### config.mk
export PLATFORM = sky130hd
export DESIGN_NAME = xlat_cache
export DESIGN_NICKNAME = d
export VERILOG_FILES = /design/src/rtl/xlat_cache_pkg.sv /design/src/rtl/xlat_match.sv /design/src/rtl/xlat_lru.sv /design/src/rtl/xlat_cache.sv
export SDC_FILE = /design/constraint.sdc
export NUM_CORES = 1
export LEC_CHECK = 0
export ABC_AREA = 1
export BUFFER_PORTS_ARGS = -buffer_cell sky130_fd_sc_hd__buf_2
export CORE_MARGIN = 10
export CORE_UTILIZATION = 40
export DETAILED_ROUTE_END_ITERATION = 10
export PLACE_DENSITY = 0.6
export SYNTH_ARGS = -nofsm -noshare
export SYNTH_HDL_FRONTEND = slang
export SYNTH_SLANG_ARGS = --single-unit
export TNS_END_PERCENT = 5
### constraint.sdc
create_clock -name clk -period 22.6 [get_ports clk]
set_input_delay 6.78 -clock clk [delete_from_list [all_inputs] [get_ports clk]]
set_output_delay 6.78 -clock clk [all_outputs]
set_load 0.01 [all_outputs]
### src/rtl/xlat_cache_pkg.sv
package xlat_cache_pkg;
  localparam int PERM_W = 3;  // bit0 read, bit1 write, bit2 execute

  typedef enum logic [1:0] {
    TGT_MATCH = 2'd0,  // overwrite entry holding same page
    TGT_FREE  = 2'd1,  // fill an invalid slot
    TGT_EVICT = 2'd2,  // replace LRU unpinned entry
    TGT_NONE  = 2'd3   // nowhere to place
  } tgt_kind_e;
endpackage

### src/rtl/xlat_match.sv
module xlat_match #(
  parameter int ENTRIES = 8,
  parameter int VPN_W   = 20
) (
  input  logic [ENTRIES-1:0]            valid,
  input  logic [ENTRIES-1:0][VPN_W-1:0] tags,
  input  logic [VPN_W-1:0]              key,
  output logic [ENTRIES-1:0]            hit_vec
);
  for (genvar g = 0; g < ENTRIES; g++) begin : g_cmp
    assign hit_vec[g] = valid[g] && (tags[g] == key);
  end
endmodule

### src/rtl/xlat_lru.sv
module xlat_lru #(
  parameter int ENTRIES = 8,
  localparam int IDX_W  = $clog2(ENTRIES)
) (
  input  logic               clk,
  input  logic               rst,
  input  logic               touch_en,
  input  logic [IDX_W-1:0]   touch_idx,
  input  logic [ENTRIES-1:0] cand,
  output logic [IDX_W-1:0]   victim_idx,
  output logic               victim_ok
);
  // age 0 = most recent; ages always form a permutation of 0..ENTRIES-1
  logic [ENTRIES-1:0][IDX_W-1:0] age_q;

  always_ff @(posedge clk) begin
    if (rst) begin
      for (int i = 0; i < ENTRIES; i++) age_q[i] <= IDX_W'(i);
    end else if (touch_en) begin
      for (int i = 0; i < ENTRIES; i++) begin
        if (IDX_W'(i) == touch_idx)          age_q[i] <= '0;
        else if (age_q[i] < age_q[touch_idx]) age_q[i] <= age_q[i] + 1'b1;
      end
    end
  end

  logic [IDX_W-1:0] best_age;
  always_comb begin
    victim_ok  = 1'b0;
    victim_idx = '0;
    best_age   = '0;
    for (int i = 0; i < ENTRIES; i++) begin
      if (cand[i] && (!victim_ok || age_q[i] > best_age)) begin
        victim_ok  = 1'b1;
        victim_idx = IDX_W'(i);
        best_age   = age_q[i];
      end
    end
  end
endmodule

### src/rtl/xlat_cache.sv
module xlat_cache
  import xlat_cache_pkg::*;
#(
  parameter int ENTRIES = 8,
  parameter int VPN_W   = 20,
  parameter int PFN_W   = 18,
  localparam int IDX_W  = $clog2(ENTRIES)
) (
  input  logic              clk,
  input  logic              rst,
  input  logic              lk_valid,
  input  logic [VPN_W-1:0]  lk_vpn,
  output logic              lk_hit,
  output logic              lk_miss,
  output logic [PFN_W-1:0]  lk_pfn,
  output logic [PERM_W-1:0] lk_perm,
  input  logic              ins_valid,
  input  logic [VPN_W-1:0]  ins_vpn,
  input  logic [PFN_W-1:0]  ins_pfn,
  input  logic [PERM_W-1:0] ins_perm,
  input  logic              ins_wired,
  output logic              ins_novictim,
  input  logic              flush
);
  logic [ENTRIES-1:0]             valid_q, wired_q;
  logic [ENTRIES-1:0][VPN_W-1:0]  vpn_q;
  logic [ENTRIES-1:0][PFN_W-1:0]  pfn_q;
  logic [ENTRIES-1:0][PERM_W-1:0] perm_q;

  logic [ENTRIES-1:0] lk_hit_vec, ins_hit_vec;

  xlat_match #(.ENTRIES(ENTRIES), .VPN_W(VPN_W)) u_lk_match (
    .valid(valid_q), .tags(vpn_q), .key(lk_vpn), .hit_vec(lk_hit_vec));
  xlat_match #(.ENTRIES(ENTRIES), .VPN_W(VPN_W)) u_ins_match (
    .valid(valid_q), .tags(vpn_q), .key(ins_vpn), .hit_vec(ins_hit_vec));

  // ---------------- lookup side ----------------
  logic              lk_block;
  logic [IDX_W-1:0]  lk_idx;
  logic [PFN_W-1:0]  lk_pfn_sel;
  logic [PERM_W-1:0] lk_perm_sel;

  assign lk_block = ins_valid && (ins_vpn == lk_vpn);
  assign lk_hit   = lk_valid && (|lk_hit_vec) && !lk_block;
  assign lk_miss  = lk_valid && !lk_hit;

  always_comb begin
    lk_idx      = '0;
    lk_pfn_sel  = '0;
    lk_perm_sel = '0;
    for (int i = 0; i < ENTRIES; i++) begin
      if (lk_hit_vec[i]) begin
        lk_idx      = IDX_W'(i);
        lk_pfn_sel  = lk_pfn_sel | pfn_q[i];
        lk_perm_sel = lk_perm_sel | perm_q[i];
      end
    end
  end

  assign lk_pfn  = lk_hit ? lk_pfn_sel  : '0;
  assign lk_perm = lk_hit ? lk_perm_sel : '0;

  // ---------------- insert side ----------------
  logic [IDX_W-1:0] match_idx, free_idx, victim_idx, tgt_idx;
  logic             free_any, victim_ok, ins_go, ins_do, touch_en;
  logic [IDX_W-1:0] touch_idx;
  tgt_kind_e        tgt_kind;

  always_comb begin
    match_idx = '0;
    for (int i = 0; i < ENTRIES; i++)
      if (ins_hit_vec[i]) match_idx = IDX_W'(i);
    free_any = 1'b0;
    free_idx = '0;
    for (int i = ENTRIES - 1; i >= 0; i--)
      if (!valid_q[i]) begin
        free_any = 1'b1;
        free_idx = IDX_W'(i);
      end
  end

  xlat_lru #(.ENTRIES(ENTRIES)) u_lru (
    .clk(clk), .rst(rst), .touch_en(touch_en), .touch_idx(touch_idx),
    .cand(valid_q & ~wired_q), .victim_idx(victim_idx), .victim_ok(victim_ok));

  always_comb begin
    if (|ins_hit_vec) begin
      tgt_kind = TGT_MATCH; tgt_idx = match_idx;
    end else if (free_any) begin
      tgt_kind = TGT_FREE;  tgt_idx = free_idx;
    end else if (victim_ok) begin
      tgt_kind = TGT_EVICT; tgt_idx = victim_idx;
    end else begin
      tgt_kind = TGT_NONE;  tgt_idx = '0;
    end
  end

  assign ins_go       = ins_valid && !flush;
  assign ins_novictim = ins_go && (tgt_kind == TGT_NONE);
  assign ins_do       = ins_go && (tgt_kind != TGT_NONE);
  assign touch_en     = ins_do || lk_hit;
  assign touch_idx    = ins_do ? tgt_idx : lk_idx;

  // ---------------- state ----------------
  always_ff @(posedge clk) begin
    if (rst) begin
      valid_q <= '0;
      wired_q <= '0;
    end else if (flush) begin
      valid_q <= valid_q & wired_q;
    end else if (ins_do) begin
      valid_q[tgt_idx] <= 1'b1;
      wired_q[tgt_idx] <= ins_wired;
    end
  end

  // payload carries no reset, so it can map onto plain storage
  always_ff @(posedge clk) begin
    if (ins_do) begin
      vpn_q[tgt_idx]  <= ins_vpn;
      pfn_q[tgt_idx]  <= ins_pfn;
      perm_q[tgt_idx] <= ins_perm;
    end
  end
endmodule

==> results of run 1 <==
==> power groups by stage <==
| stage | clock network (mW) | registers (mW) | logic, mW |
|---|---|---|---|
| after CTS | 0.692 | 0.757 | 0.154 |
| after detailed placement | 0 | 0.771 | 0.154 |
| after global placement | 0 | 0.771 | 0.151 |
| after global routing | 0.716 | 0.757 | 0.169 |
| final | 0.679 | 0.757 | 0.158 |
| after floorplan | 0 | 0.769 | 0.0929 |
==> cell families after synthesis <==
| logic type | Yosys count | synth area share |
|---|---|---|
| buffers and inverters | 443 | 0.0925 |
| xor gates and xnor gates | 69 | 0.0298 |
| adders and majority gates | 37 | 0.0228 |
| AOI/OAI and AO/OA | 363 | 0.106 |
| DFF | 368 | 0.526 |
| and+or+nand+nor | 1083 | 0.223 |
==> metal layers <==
layer	up-vias	part of all wire
met5	-	0.00046
met1	8395	0.45
li1	7998	-
met3	123	0.092
met4	6	0.026
met2	792	0.44
==> state kept, by name, summed over array words and instances (netlist names) <==
signal / flops
vpn_q: 160
valid_q: 8
pfn_q: 144
perm_q: 24
wired_q: 8
u_lru.age_q: 24
==> worst max-delay path, delay by kind of cell <==
kind	cells	cell delay (ns)
buffers and inverters	5	1.38
AOI/OAI and AO/OA	2	1.73
and+or+nand+nor	4	0.77
==> worst max path at each step <==
| stage | start | to | slack (ns) | depth (start not counted) |
|---|---|---|---|---|
| floorplan | lk_vpn[8] | lk_perm[0] | 7.35 | 12 |
| global placement | lk_vpn[5] | lk_pfn[11] | 5.37 | 11 |
| finish | lk_vpn[5] | lk_pfn[11] | 5.13 | 11 |
| CTS | lk_vpn[5] | lk_pfn[11] | 5.28 | 11 |
| global route | lk_vpn[5] | lk_pfn[11] | 5.11 | 11 |
| detailed placement | lk_vpn[5] | lk_pfn[11] | 5.28 | 11 |
==> layout by cell type, fill, tap and decap left out, types with 5 or more instances in the layout <==
| master | Yosys | layout |
|---|---|---|
| nor4_1 | 22 | 22 |
| o21ai_0 | 111 | 111 |
| nand3_1 | 75 | 75 |
| clkinv_1 | 0 | 5 |
| a21oi_1 | 38 | 38 |
| nor2_1 | 242 | 235 |
| inv_2 | 20 | 20 |
| nand2_2 | 15 | 15 |
| o21ai_1 | 52 | 52 |
| xor2_1 | 28 | 28 |
| ha_1 | 37 | 37 |
| nand2_1 | 655 | 655 |
| clkbuf_1 | 20 | 7 |
| buf_2 | 14 | 90 |
| nor3_1 | 13 | 12 |
| nor2_2 | 10 | 10 |
| nand3_2 | 7 | 7 |
| clkbuf_16 | 0 | 44 |
| inv_4 | 14 | 14 |
| o22ai_1 | 109 | 109 |
| buf_4 | 25 | 19 |
| a211oi_1 | 5 | 5 |
| edfxtp_1 | 328 | 328 |
| nand2_4 | 6 | 6 |
| inv_1 | 336 | 336 |
| clkinv_2 | 1 | 12 |
| o2111ai_1 | 8 | 8 |
| inv_6 | 4 | 7 |
| o211ai_1 | 12 | 12 |
| dfxtp_1 | 40 | 40 |
| nand4_1 | 24 | 24 |
| nor2_4 | 7 | 14 |
| xnor2_1 | 41 | 41 |
==> per-stage QoR <==
| step | util | std cells | hold WS [ns] | instance area [sq um] | worst slack [ns] |
|---|---|---|---|---|---|
| after detailed placement | 0.425 | 3076 | 0.488 | 21300 | 5.28 |
| final | 0.453 | 3157 | 0.496 | 22700 | 5.13 |
| after floorplan | - | 2363 | 0.467 | 20300 | 7.35 |
| after global routing | 0.453 | 3155 | 0.529 | 22700 | 5.11 |
| after CTS | 0.453 | 3155 | 0.497 | 22700 | 5.28 |
| after global placement | 0.425 | 3076 | 0.479 | 21300 | 5.37 |
==> area by class of cell <==
cell class,count,area (sq um),share of cell area
diodes,2,5.00,0.000220
clock buffers,53,1150,0.0508
clock inverters,26,208,0.00914
inverters,375,1460,0.0645
multi-input cells,1552,7800,0.343
flip-flops and latches,368,10700,0.469
well taps,672,841,0.0370
repair buffers,109,593,0.0261
==> metrics.yaml, run 1 <==
cp_max_fo: 15
hold_class: "reg -> reg"
ff2ff_path_depth: 72
drt_pass1_iterations: 6
sw_frac_of_total: 0.266
ys_async_sr_fraction: 0
initial_core_util: 0.404
cts_buffer_depth: 3
final-hold-violation-count: 0
pwr-share-comb: 0.099
htree_levels: 2
setup-violations-final: 0
clk_pin_slew_ns: 0.06
synth_nets: 2467
synthFlopType: "edfxtp_1"
peakVddDrop_uv: 74.7
fin_crit_sh: 0.773
cts_tree: "built"
slew_headroom: 0.147
synth_commonest_cells: "655 x nand2_1, 336 x inv_1, 328 x edfxtp_1"
nets: 2553
num_vias: 17300
slowest_stage: "a2111oi_0"
switchingPower_uw: 424
grt_usage: 0.275
status: "finished clean"
power_frac_seq: 0.475
drt.antenna.violating_nets: 0
chipWidth_microns: 245
syn_avg_cell_area_sq_um: 8.58
holdPathEnd: "wired_q[0]$_SDFFE_PP0P_"
gr-usage-met1: 0.387
cp_cell_sequence: "buf_2 > inv_1 > nand2_1 > a2111oi_0 > nand3_1 > o41ai_1 > inv_1 > nand2_1 > buf_4 > nor2_1 > buf_2"
ys_types: 53
die_y_microns: 245
fin_setup_tns_ns: 0
ios: 91
grt_pass1_vias: 16500
syn_area_sq_um: 20300
clock-skew-final_ns: 0.0253
max_freq_ghz: 0.0573
synth_seq_area_share: 0.526
grt_max_degree: 45
synth_enable_flop_cells: 328
fill_cells: 4867
cp-start-kind: "input port"
drtIter0Drc: 1842
synth_most_common_cell: "nand2_1"
use_met3: 0.0609
power.total_mw: 1.59
coreArea_sq_um: 50200
dpl.hpwl_mm: 60.0
synth_seq_cells: 368
cp-end-kind: "output pin"
routed_via_density: 5.48
synthTopCellsByArea: "edfxtp_1 49%, nand2_1 12%, inv_1 6.2%"
r2r_end: "u_lru.age_q[17]$_SDFFE_PP1P_"
crit_path_max_incr_delay_ns: 1.10
cp.arrival_ns: 10.69
netlist_instances: 2363
min_from: "wired_q[0]$_SDFFE_PP0P_"
rows: 82
cts_sinks: 368
required_ns: 15.82
clock_latency_ns: 0.60
drive_above_1_share: 0.114
cts_hold_buf: 0
post_cts_buffers: 0
area_growth_pct: 12.1
grt-ovfl-total: 0
wl_per_cell_microns: 26.7
gp_congestion: 1.03
tightest_slew_ns: 1.25
yosys_warnings: 0
worstHoldPathCells: 2
max-cap-violations: 0
route.detailed.drc: 0
wirelength_mm: 84.3
antenna_found_initial: 4
port_buffers: 90
cts_root_buf: "clkbuf_16"
rrSetupSlack_ns: 11.44
clkPwrFrac: 0.426
synth_top_area_cell: "edfxtp_1"
period_minus_slack_ns: 17.47
p_int_mw: 1.17
grt_busiest_layer: "met2"
drv_slew: 0
yosys.area.top_type_share: 0.486
design.die.area_sq_um: 60100
cts_made_buffers: 43
ctsResizeCount: 0
grt.met2_usage: 0.418
grt_pass1_wl_mm: 120
rsz0062_at_grt: "no"
p_per_area_nw_per_um2: 70.2
path_class: "in -> out"
r2r-start: "valid_q[0]$_SDFFE_PP0P_"
p_leak_nw: 9.61
No activity file was read; power rests on OpenSTA's default activity.
==> run 2, diff against run 1 <==
Clock period 22.6 ns to 16.3 ns, I/O delays scaled along.
==> run 2 against run 1 <==
Wire length grew 0.94%; clock power grew 43%; global-route usage grew 0.23 points; cell area is essentially flat; largest power group unchanged; first-iteration DRC count grew 5.5%; final cell count is essentially flat; combinational power grew 38%; critical path depth grew 2; critical path type unchanged.
==> metrics.yaml, run 2 (synthesis results as in run 1) <==
clock_latency_ns: 0.60
setup-violations-final: 0
power.total_mw: 2.24
clock-skew-final_ns: 0.0371
wirelength_mm: 85.1
drt.antenna.violating_nets: 0
initial_core_util: 0.404
rows: 82
fill_cells: 4911
cts_sinks: 368
ios: 91
route.detailed.drc: 0
drtIter0Drc: 1944
wl_met2_mm: 37.2
design.die.area_sq_um: 60100
largest_register_ffs: 160
cp_max_fo: 23
postLayoutCellArea_sq_um: 22700
drive_above_1_share: 0.110
n_antenna_cell: 0
p_int_mw: 1.65
antenna_found_initial: 5
slew_headroom: 0.278
port_buffers: 90
mostFrequentLayoutCells: "655 x nand2_1, 336 x inv_1, 328 x edfxtp_1"
fin_setup_tns_ns: 0
htree_levels: 2
cts_hold_buf: 0
clk_pin_slew_ns: 0.06
pwr-share-comb: 0.097
wl_per_cell_microns: 27.0
clkPwrFrac: 0.434
dp.cells: 3074
top_layer: "met5"
largestRegisters: "vpn_q: 160 flops, pfn_q: 144 flops"
coreArea_sq_um: 50200
cts_buffer_depth: 3
routed_via_density: 5.51
max-cap-violations: 0
cp-end-kind: "output pin"
routed-wl-met3_mm: 6.82
drt_pass1_iterations: 6
post_cts_buffers: 0
grt_max_degree: 45
cp_cell_sequence: "buf_2 > inv_2 > a21oi_1 > nand4_1 > nor2_2 > nand3_2 > nand2_1 > nor2_1 > o2111ai_1 > nand2_1 > buf_4 > nor2_1 > buf_2"
ctsResizeCount: 0
gp_congestion: 0.997
max_freq_ghz: 0.0749
status: "finished clean"
area_growth_pct: 12.1
grt_usage: 0.278
crit_buf_inv: 4
cts_tree: "built"
largest_register: "vpn_q"
period_minus_slack_ns: 13.34
slowest_stage: "nand3_2"
stdcell_count: 3154
cts_made_buffers: 44
chipWidth_microns: 245
met1Wirelength_mm: 38.4
peakVddDrop_uv: 88.6
final-hold-violation-count: 0
post_dp_cell_area_sq_um: 21300
p_per_area_nw_per_um2: 98.6
rsz0062_at_grt: "no"
num_vias: 17400
crit_path_max_incr_delay_ns: 0.61
power_frac_seq: 0.469
grt_pass1_vias: 16200
path_class: "in -> out"
sw_frac_of_total: 0.264
drv_slew: 0
grt_pass1_wl_mm: 120
die_y_microns: 245
fin_crit_sh: 0.819
rrSetupSlack_ns: 5.12
dpl.hpwl_mm: 60.5
switchingPower_uw: 592
cp.arrival_ns: 8.45
cp-start-kind: "input port"
holdWs_ns: 0.503
cpLargestDelayFamily: "simple AND/OR/NAND/NOR gates"
p_leak_nw: 9.60
tightest_slew_ns: 1.08
required_ns: 11.41
final_common_cell: "nand2_1"
nets: 2552
cts_root_buf: "clkbuf_16"
hold_class: "reg -> reg"
grt-ovfl-total: 0
-- run 2: cell count changes in the layout (fill, tap and decap cells not counted) --
cell       before  now
clkinv_8        1    0
clkinv_1        5   11
inv_16          0    1
inv_6           7    5
diode_2         2    0
clkbuf_1        7    8
clkbuf_8        2    1
clkinv_2       12    7
bufinv_16       1    3
buf_4          19   17
-- run 2: cell type report --
| type | instances | area [sq um] | share of cell area |
|---|---|---|---|
| Clock buffer | 53 | 1140 | 0.0504 |
| Clock inverter | 27 | 251 | 0.0111 |
| Inverter | 375 | 1460 | 0.0644 |
| Multi-Input combinational cell | 1552 | 7800 | 0.343 |
| Sequential cell | 368 | 10700 | 0.469 |
| Tap cell | 672 | 841 | 0.0370 |
| Timing Repair Buffer | 107 | 578 | 0.0254 |
-- run 2: tightest hold or removal path, stage by stage (launching register included) --
cell      delay, ns
dfxtp_1        0.31
nor2_1         0.10
a211oi_1       0.05
-- run 2: power by group through the flow --
| stage | registers [mW] | clock network (mW) | logic (mW) |
|---|---|---|---|
| floorplan | 1.07 | 0 | 0.129 |
| global placement | 1.07 | 0 | 0.210 |
| detailed placement | 1.07 | 0 | 0.212 |
| CTS | 1.05 | 0.985 | 0.213 |
| global route | 1.05 | 1.02 | 0.234 |
| finish | 1.05 | 0.972 | 0.218 |
-- run 2: worst paths after layout --
check,start,end,cells after the start
min reg2reg,wired_q[0]$_SDFFE_PP0P_,wired_q[0]$_SDFFE_PP0P_,2
max,lk_vpn[11],lk_pfn[11],13
min,wired_q[0]$_SDFFE_PP0P_,wired_q[0]$_SDFFE_PP0P_,2
max reg2reg,valid_q[0]$_SDFFE_PP0P_,u_lru.age_q[15]$_SDFFE_PP1P_,72
-- run 2: routing by layer --
layer / GRT usage / vias to the layer above
met4: 0.0900 / 8
met1: 0.391 / 8452
met2: 0.418 / 783
met3: 0.0585 / 134
li1: - / 7996
met5: 0 / -
-- run 2: through the flow --
step	setup slack [ns]	util
after floorplan	4.83	-
after global placement	2.99	0.425
after detailed placement	2.99	0.425
after CTS	2.99	0.453
after global routing	2.87	0.453
final	2.96	0.453
